**src/rtl/irq_flag_pkg.sv**
```systemverilog
package irq_flag_pkg;
  localparam int REG_W    = 8;
  localparam int BIT_W    = $clog2(REG_W);
  localparam int NUM_REGS = 4;
  localparam int SEL_W    = $clog2(NUM_REGS);
  localparam int NUM_SRC  = 6;
  localparam int NUM_TMR  = 2;
  localparam int NUM_EXT  = 2;

  typedef enum logic [SEL_W-1:0] {
    SEL_ENA  = 2'd0,
    SEL_TCTL = 2'd1,
    SEL_SCTL = 2'd2,
    SEL_PCTL = 2'd3
  } reg_sel_e;

  // enable register positions
  localparam int ENA_SER_BIT = 4;
  localparam int ENA_GLB_BIT = 7;
  // flag / control positions
  localparam int TF_BASE_BIT = 5;  // timer n flag at 5 + 2n
  localparam int PF_EN_BIT   = 3;
  localparam int PF_FLAG_BIT = 5;

  // pend_o ordering
  localparam int SRC_PF   = 0;
  localparam int SRC_EXT0 = 1;
  localparam int SRC_TMR0 = 2;
  localparam int SRC_EXT1 = 3;
  localparam int SRC_TMR1 = 4;
  localparam int SRC_SER  = 5;

  function automatic logic bit_hit(input logic [SEL_W-1:0] sel_i,
                                   input logic [BIT_W-1:0] pos_i,
                                   input reg_sel_e sel,
                                   input int pos);
    return (sel_i == sel) && (pos_i == BIT_W'(pos));
  endfunction
endpackage

```
**src/rtl/irq_flag_cell.sv**
```systemverilog
module irq_flag_cell #(
  parameter bit SW_WR = 1'b1
) (
  input  logic clk_i,
  input  logic rst_ni,
  input  logic set_i,
  input  logic hw_clr_i,
  input  logic sw_we_i,
  input  logic sw_d_i,
  output logic q_o
);
  always_ff @(posedge clk_i or negedge rst_ni) begin
    if (!rst_ni)                q_o <= 1'b0;
    else if (set_i)             q_o <= 1'b1;
    else if (SW_WR && sw_we_i)  q_o <= sw_d_i;
    else if (hw_clr_i)          q_o <= 1'b0;
  end


  set_wins_chk: assert property (@(posedge clk_i) disable iff (!rst_ni)
    set_i |=> q_o);


  hw_clr_chk: assert property (@(posedge clk_i) disable iff (!rst_ni)
    (hw_clr_i && !set_i && !(SW_WR && sw_we_i)) |=> !q_o);

  if (!SW_WR) begin : g_ro

    ro_write_chk: assert property (@(posedge clk_i) disable iff (!rst_ni)
      (sw_we_i && !set_i && !hw_clr_i) |=> (q_o == $past(q_o)));
  end
endmodule

```
**src/rtl/irq_req_mask.sv**
```systemverilog
module irq_req_mask
  import irq_flag_pkg::*;
(
  input  logic [NUM_SRC-1:0] flag_i,
  input  logic [NUM_SRC-1:0] ena_i,
  input  logic               glb_i,
  output logic [NUM_SRC-1:0] pend_o
);
  for (genvar i = 0; i < NUM_SRC; i++) begin : g_src
    if (i == SRC_PF) begin : g_ungated
      assign pend_o[i] = flag_i[i] & ena_i[i];
    end else begin : g_gated
      assign pend_o[i] = flag_i[i] & ena_i[i] & glb_i;
    end
  end
endmodule

```
**src/rtl/irq_flag_ctrl.sv**
```systemverilog
module irq_flag_ctrl
  import irq_flag_pkg::*;
(
  input  logic               clk_i,
  input  logic               rst_ni,
  input  logic [NUM_EXT-1:0] ext_flag_i,
  input  logic [NUM_TMR-1:0] tmr_ovf_i,
  input  logic               ser_rx_done_i,
  input  logic               ser_tx_done_i,
  input  logic               pwr_low_i,
  input  logic [NUM_SRC-1:0] ack_i,
  input  logic [SEL_W-1:0]   sw_sel_i,
  input  logic [BIT_W-1:0]   sw_bit_i,
  input  logic               sw_we_i,
  input  logic               sw_wd_i,
  input  logic               sw_re_i,
  output logic               sw_rd_o,
  output logic [NUM_SRC-1:0] pend_o
);
  logic [ENA_SER_BIT:0] ena_q;
  logic                 glb_q;
  logic [NUM_TMR-1:0]   tf_q;
  logic [1:0]           ser_q;
  logic                 pf_q;
  logic                 pf_en_q;
  logic                 unused_ack;

  assign unused_ack = ^{ack_i[SRC_PF], ack_i[SRC_EXT0], ack_i[SRC_EXT1], ack_i[SRC_SER]};

  // plain software enables
  for (genvar i = 0; i <= ENA_SER_BIT; i++) begin : g_ena
    irq_flag_cell u_cell (
      .clk_i, .rst_ni,
      .set_i   (1'b0),
      .hw_clr_i(1'b0),
      .sw_we_i (sw_we_i && bit_hit(sw_sel_i, sw_bit_i, SEL_ENA, i)),
      .sw_d_i  (sw_wd_i),
      .q_o     (ena_q[i])
    );
  end

  irq_flag_cell u_glb (
    .clk_i, .rst_ni,
    .set_i   (1'b0),
    .hw_clr_i(1'b0),
    .sw_we_i (sw_we_i && bit_hit(sw_sel_i, sw_bit_i, SEL_ENA, ENA_GLB_BIT)),
    .sw_d_i  (sw_wd_i),
    .q_o     (glb_q)
  );

  irq_flag_cell u_pf_en (
    .clk_i, .rst_ni,
    .set_i   (1'b0),
    .hw_clr_i(1'b0),
    .sw_we_i (sw_we_i && bit_hit(sw_sel_i, sw_bit_i, SEL_PCTL, PF_EN_BIT)),
    .sw_d_i  (sw_wd_i),
    .q_o     (pf_en_q)
  );

  // timer flags: cleared on vectoring
  for (genvar t = 0; t < NUM_TMR; t++) begin : g_tmr
    irq_flag_cell u_cell (
      .clk_i, .rst_ni,
      .set_i   (tmr_ovf_i[t]),
      .hw_clr_i(ack_i[SRC_TMR0 + 2*t]),
      .sw_we_i (sw_we_i && bit_hit(sw_sel_i, sw_bit_i, SEL_TCTL, TF_BASE_BIT + 2*t)),
      .sw_d_i  (sw_wd_i),
      .q_o     (tf_q[t])
    );
  end

  // serial flags: software clear only
  logic [1:0] ser_set;
  assign ser_set = {ser_tx_done_i, ser_rx_done_i};

  for (genvar s = 0; s < 2; s++) begin : g_ser
    irq_flag_cell u_cell (
      .clk_i, .rst_ni,
      .set_i   (ser_set[s]),
      .hw_clr_i(1'b0),
      .sw_we_i (sw_we_i && bit_hit(sw_sel_i, sw_bit_i, SEL_SCTL, s)),
      .sw_d_i  (sw_wd_i),
      .q_o     (ser_q[s])
    );
  end

  // power-fail flag: read-only, clear on read, level set
  logic pf_rd;
  assign pf_rd = sw_re_i && bit_hit(sw_sel_i, sw_bit_i, SEL_PCTL, PF_FLAG_BIT);

  irq_flag_cell #(.SW_WR(1'b0)) u_pf (
    .clk_i, .rst_ni,
    .set_i   (pwr_low_i),
    .hw_clr_i(pf_rd),
    .sw_we_i (sw_we_i && bit_hit(sw_sel_i, sw_bit_i, SEL_PCTL, PF_FLAG_BIT)),
    .sw_d_i  (sw_wd_i),
    .q_o     (pf_q)
  );

  // software read images
  logic [REG_W-1:0] img [NUM_REGS];
  always_comb begin
    for (int r = 0; r < NUM_REGS; r++) img[r] = '0;
    img[SEL_ENA][ENA_SER_BIT:0]   = ena_q;
    img[SEL_ENA][ENA_GLB_BIT]     = glb_q;
    for (int t = 0; t < NUM_TMR; t++) img[SEL_TCTL][TF_BASE_BIT + 2*t] = tf_q[t];
    img[SEL_SCTL][1:0]            = ser_q;
    img[SEL_PCTL][PF_EN_BIT]      = pf_en_q;
    img[SEL_PCTL][PF_FLAG_BIT]    = pf_q;
  end
  assign sw_rd_o = img[sw_sel_i][sw_bit_i];

  // source vectors in pend_o order
  logic [NUM_SRC-1:0] src_flag, src_ena;
  always_comb begin
    src_flag = '0;
    src_ena  = '0;
    src_flag[SRC_PF]   = pf_q;       src_ena[SRC_PF]   = pf_en_q;
    src_flag[SRC_EXT0] = ext_flag_i[0]; src_ena[SRC_EXT0] = ena_q[0];
    src_flag[SRC_TMR0] = tf_q[0];    src_ena[SRC_TMR0] = ena_q[1];
    src_flag[SRC_EXT1] = ext_flag_i[1]; src_ena[SRC_EXT1] = ena_q[2];
    src_flag[SRC_TMR1] = tf_q[1];    src_ena[SRC_TMR1] = ena_q[3];
    src_flag[SRC_SER]  = |ser_q;     src_ena[SRC_SER]  = ena_q[ENA_SER_BIT];
  end

  irq_req_mask u_mask (
    .flag_i(src_flag),
    .ena_i (src_ena),
    .glb_i (glb_q),
    .pend_o(pend_o)
  );


  glb_gate_chk: assert property (@(posedge clk_i) disable iff (!rst_ni)
    !glb_q |-> (pend_o[NUM_SRC-1:1] == '0));


  ser_ack_keep_chk: assert property (@(posedge clk_i) disable iff (!rst_ni)
    (ack_i[SRC_SER] && ser_q[0] && !(sw_we_i && sw_sel_i == SEL_SCTL)) |=> ser_q[0]);


  pf_low_hold_chk: assert property (@(posedge clk_i) disable iff (!rst_ni)
    (pwr_low_i && pf_rd) |=> pf_q);


  ser_or_chk: assert property (@(posedge clk_i) disable iff (!rst_ni)
    (glb_q && ena_q[ENA_SER_BIT] && (ser_q != 2'b00)) |-> pend_o[SRC_SER]);
endmodule

```
**config.mk**
```make
export PLATFORM = sky130hd
export DESIGN_NAME = irq_flag_ctrl
export DESIGN_NICKNAME = d
export VERILOG_FILES = /design/src/rtl/irq_flag_pkg.sv /design/src/rtl/irq_flag_cell.sv /design/src/rtl/irq_req_mask.sv /design/src/rtl/irq_flag_ctrl.sv
export SDC_FILE = /design/constraint.sdc
export NUM_CORES = 1
export LEC_CHECK = 0
export BUFFER_PORTS_ARGS = -buffer_cell sky130_fd_sc_hd__buf_2
export CAP_MARGIN = 10
export CORE_ASPECT_RATIO = 2
export CORE_MARGIN = 2
export CORE_UTILIZATION = 30
export CTS_CLUSTER_DIAMETER = 80
export CTS_CLUSTER_SIZE = 16
export DETAILED_ROUTE_END_ITERATION = 16
export HOLD_SLACK_MARGIN = 0.03
export SLEW_MARGIN = 10
export SYNTH_ARGS = -nofsm -noshare
export SYNTH_HDL_FRONTEND = slang
export SYNTH_SLANG_ARGS = --single-unit
```
**constraint.sdc**
```tcl
create_clock -name clk_i -period 2.9 [get_ports clk_i]
set_clock_uncertainty 0.15 [all_clocks]
set_input_delay 0.87 -clock clk_i [delete_from_list [all_inputs] [get_ports clk_i]]
set_output_delay 0.87 -clock clk_i [all_outputs]
set_load 0.05 [all_outputs]
```
Word-level counts from Yosys, hierarchy flattened
Cells that the tools add are included.
W data, S select, Z words.
{"block": "totals", "ff_bits": 12, "latch_bits": 0, "ramBits": 0, "romBits": 0, "inputBits": 23, "out_inout_bits": 7, "n_memories": 0}
{"block": "op_classes", "n_addsub": 0, "multipliers": 0, "n_div": 0, "magnitude_cmp": 2, "eq_ne": 9, "n_shift": 0, "n_mux": 17, "n_bitwise": 12, "n_reduce_logical": 32}
{"op": "$logic_and A1 B1 Y1", "count": 24}
{"op": "$bmux W8 S2", "count": 1}
{"op": "$mux W8", "count": 2}
{"op": "$mux W1", "count": 13}
{"op": "$and A1 B1 Y1", "count": 11}
{"op": "$eq A3 B3 Y1 const B", "count": 3}
{"op": "$eq A3 B2 Y1 const B", "count": 2}
{"op": "$reduce_bool A2 Y1", "count": 3}
{"op": "$reduce_bool A3 Y1", "count": 2}
{"op": "$eq A2 B2 Y1 const B", "count": 2}
{"op": "$lt A3 B4 Y1 const B", "count": 1}
{"op": "$bmux W1 S3", "count": 1}
{"op": "$eq A3 B1 Y1 const B", "count": 1}
{"op": "$ge A3 B3 Y1 const B", "count": 1}
{"op": "$logic_not A3 Y1", "count": 1}
{"op": "$not A2 Y3", "count": 1}
{"op": "$eq A2 B1 Y1 const B", "count": 1}
{"op": "$logic_not A2 Y1", "count": 1}
{"op": "$reduce_or A2 Y1", "count": 1}

Depth between registers and ports, before layout
{"block": "depth", "ltp_word": 6, "depth_mapped": 5, "mapped_depth_nobuf": 4}

Modules after synthesis
From an unflattened synthesis, not the netlist that was laid out.
{"block": "hier_totals", "hier_cells": 99, "hier_area_um2": 812.0}
{"mod": "irq_flag_cell at g_ena[0].u_cell ...", "instances": 11, "cells_per_inst": 4, "area_each_um2": 41.3, "seq_area_each_um2": 25.0}
{"mod": "irq_flag_ctrl", "instances": 1, "cells_per_inst": 46, "area_each_um2": 284.0, "seq_area_each_um2": 0.0}
{"mod": "irq_req_mask", "instances": 1, "cells_per_inst": 6, "area_each_um2": 37.5, "seq_area_each_um2": 0.0}
{"mod": "irq_flag_cell at u_pf", "instances": 1, "cells_per_inst": 3, "area_each_um2": 36.3, "seq_area_each_um2": 25.0}

Worst setup path after synthesis
Ideal clock, no wire load.
{"block": "synth_timing", "path_kind": "in2out", "startpoint": "in sw_sel_i[0]", "endpoint": "out sw_rd_o", "arrival_time_ns": 2.312, "t_required_ns": 1.880, "setup_slack_ns": -0.432, "cell_stages": 5, "path_cell_list": "buf_4 nor4b_1 a31oi_1 o32a_1 a21boi_1"}
{"block": "synth_between", "elab_chain_len": 6}
{"item": "start: declaration", "line": "irq_flag_ctrl.sv:12", "text": "input logic [SEL_W-1:0] sw_sel_i,"}
{"item": "$not A2 Y3 (implied by the code)", "line": "irq_flag_ctrl.sv:111", "text": "assign sw_rd_o = img[sw_sel_i][sw_bit_i];"}
{"item": "$bmux W8 S2", "line": "irq_flag_ctrl.sv:111"}
{"item": "$mux W8 (implied by the code) (2 in series)", "line": "irq_flag_ctrl.sv:111"}
{"item": "$bmux W1 S3", "line": "irq_flag_ctrl.sv:111"}
{"item": "$mux W1 (implied by the code)", "line": "irq_flag_ctrl.sv:111"}
{"item": "end: declaration", "line": "irq_flag_ctrl.sv:17", "text": "output logic sw_rd_o,"}
No other way between the ends. The select of a mux whose other input is x is not followed.

Worst setup path after layout
{"block": "layout_timing", "startpoint": "in sw_sel_i[1]", "endpoint": "out sw_rd_o"}
Same word-level chain as after synthesis.

==> results.cfg <==
[outcome]
status = complete, no violations

[yosys]
synth_area_leader_cell = dfrtp_1
synth-seq-area-share_pct = 37.4
yosys-top-cells-area = dfrtp_1 (37%), mux2_2 (14%), and3_1 (3.1%), a21boi_1 (2.8%), a311o_1 (2.5%)
synth_most_common_cell = dfrtp_1
synth-warning-count = 0
synth_edf_count = 0
synthCells = 74
synth.net_count = 97
synthArstFlopShare_pct = 100
synthTopCellsByCount = dfrtp_1 (12), mux2_2 (10), nand2_1 (5), and3_1 (4)
syn_avg_cell_area_um2 = 10.8
syn_area_um2 = 802
ys.flop_type = dfrtp_1
synth_top_area_share_pct = 37.4
synthDistinctLibCells = 36
synth_seq_cells = 12

[sta]
slew_headroom_pct = 77.4
finalHoldViolations = 0
period_share_pct = 99.9
fmax_ghz = 0.345
tightest_slew_ps = 339
setup_viol = 0
rsz0062_at_grt = true
slew_violations = 0
period_needed_ps = 2900

[drt]
ant_nets = 0
drt_iter0_drc = 16
drt_wl_total_um = 2110
via_per_inst = 5.39
drc = 0
post_drt_wl_per_cell_um = 15.4
dr.pass1.iters = 4
vias = 739

[power_and_ir_drop]
cellPowerDensity_mw_per_mm2 = 475
max-vdd-ir-drop_v = 0.000308
total_power_uw = 547
leakage_nw = 0.537

[global_routing]
grt_max_degree = 13
grt_pass1_wl_um = 3310
grt.total_usage_pct = 15.5
antenna_found_initial = 0
overflow = 0
grt_pass1_vias = 720

[worst_setup_path]
cp.arrival_ps = 1880
critPathCaptureType = output pin
start_kind = primary input
path_buf_inv = 2
path_cells = buf_12, mux2_4, a31oi_1, o32a_1, a21boi_4, buf_6
worst_path_max_delay_cell = mux2_4
max_stage_delay_ps = 290
reg2reg_depth = 2
worst-path-stages = 6
critical_path_peak_fanout = 7
cpLargestDelayFamily = compound AO/OA/AOI/OAI gates
crit_type = in -> out
cp_data_required_time_ps = 1880

[die]
ioPinCount = 30
die_width_um = 40.6
row_count = 26
fp.dieH_um = 77.1
start_util_pct = 31.6
dieArea_mm2 = 0.00313
core_mm2 = 0.00254

[finish]
nNetsFinal = 133
n_antenna_cell = 0
finalInstanceArea_mm2 = 0.00115
drive_gt1_share_pct = 55.0
fillers = 246
finish.utilization_pct = 45.4
layoutNonFillerInstCount = 137
area_growth_pct = 43.7

[placement]
numPortBuffers = 25
place_inst = 132
place_area_mm2 = 0.00102
dp_hpwl_um = 1650
gp_congestion = 0.836

[worst_hold_path]
min_path_type = in -> async

[cts]
cts_max_level = 1
cts_sinks = 12
ctsHoldBuffers = 0
cts_root_buf = clkbuf_8
clk-insertion-delay-late_ps = 240
cts_buffers = 3
cts_tree = built
clockBufferDepth = 2
path_clk_slew_ps = 50

[run]
maxCapViolations = 0
flip-flops by register name (all words and copies together) (netlist names):
register / cells
g_ena.u_cell.q_o: 5
g_ser.u_cell.q_o: 2
g_tmr.u_cell.q_o: 2
u_glb.q_o: 1
u_pf.q_o: 1
u_pf_en.q_o: 1
area by class of cell:
class                           count  area (um^2)  area share (%)
Clock buffer                        4         55.1            4.78
Inverter                            1         3.75           0.326
Multi-Input combinational cell     56          509            44.2
Sequential cell                    12          300            26.1
Timing Repair Buffer               36          249            21.6
Tap cell                           28         35.0            3.04
layer usage:
layer	track usage, %	vias to the layer above	routed length [um]
met5	0	-	0
met1	18.0	356	785
met2	24.6	23	1180
li1	-	355	-
met4	9.00	0	54
met3	2.60	5	88
final timing paths:
check	startpoint	to	slack, ps
setup / recovery	sw_sel_i[1]	sw_rd_o	2
hold / removal	rst_ni	g_tmr[0].u_cell.q_o	350
setup reg to reg	g_ser[1].u_cell.q_o	g_ser[1].u_cell.q_o	1790
hold reg to reg	u_pf.q_o	u_pf.q_o	350
max in group asynchronous	rst_ni	u_pf.q_o	2030
min in group clk_i	u_pf.q_o	u_pf.q_o	350
cell families after synthesis:
| family | count (synthesis) | share of synthesized area [%] |
|---|---|---|
| flops | 12 | 37.4 |
| mux | 11 | 15.3 |
| buf+inv | 6 | 4.83 |
| simple gates | 30 | 27.1 |
| compound gates | 15 | 15.3 |
cell usage in the layout, fill, tap and decap left out, drive strengths merged:
| cell type | synthesis | final |
|---|---|---|
| and3 | 4 | 4 |
| mux2i | 1 | 1 |
| dfrtp | 12 | 12 |
| nor2b | 1 | 1 |
| o32a | 1 | 1 |
| inv | 1 | 1 |
| and2 | 2 | 2 |
| a21o | 1 | 1 |
| buf | 4 | 36 |
| nand2b | 1 | 1 |
| o211a | 1 | 1 |
| a21boi | 3 | 3 |
| nand3 | 1 | 1 |
| nor4 | 1 | 1 |
| nand4b | 1 | 1 |
| clkbuf | 1 | 4 |
| nand3b | 1 | 1 |
| and4bb | 1 | 1 |
| nor3b | 4 | 4 |
| nand2 | 5 | 5 |
| a22oi | 1 | 1 |
| nor4b | 1 | 1 |
| nand4 | 2 | 2 |
| a31oi | 3 | 3 |
| a311o | 2 | 2 |
| nor3 | 2 | 2 |
| nor2 | 3 | 3 |
| mux2 | 10 | 10 |
| a211o | 2 | 2 |
| o221ai | 1 | 1 |
timing repair:
item / in CTS / in global routing
endpoints found under the hold margin: 0 / 0
resized for setup: 7 / 12
buffers inserted: 1 / 0
endpoints found under the setup margin: 1 / 1
pin swaps: 5 / 7
worst register-to-register path: stages, from the launching register on:
cell	delay, ps
dfrtp_1	390
a21boi_1	140
a311o_1	320
per-stage QoR:
stage	hold WS [ps]	setup TNS, ps	worst slack [ps]
floorplan	308	0	2.97
global placement	324	-161	-161
detailed placement	338	-166	-166
CTS	346	-63.9	-63.9
global route	364	-24.9	-24.9
finish	351	0	1.78
where the power goes:
group | leakage (nW) | switching, mW | internal, mW | total, mW
clock network | 0.0288 | 0.0631 | 0.120 | 0.183
logic | 0.370 | 0.0811 | 0.0731 | 0.154
registers | 0.138 | 0.0206 | 0.189 | 0.210
Power figures use the tool's default switching activity.
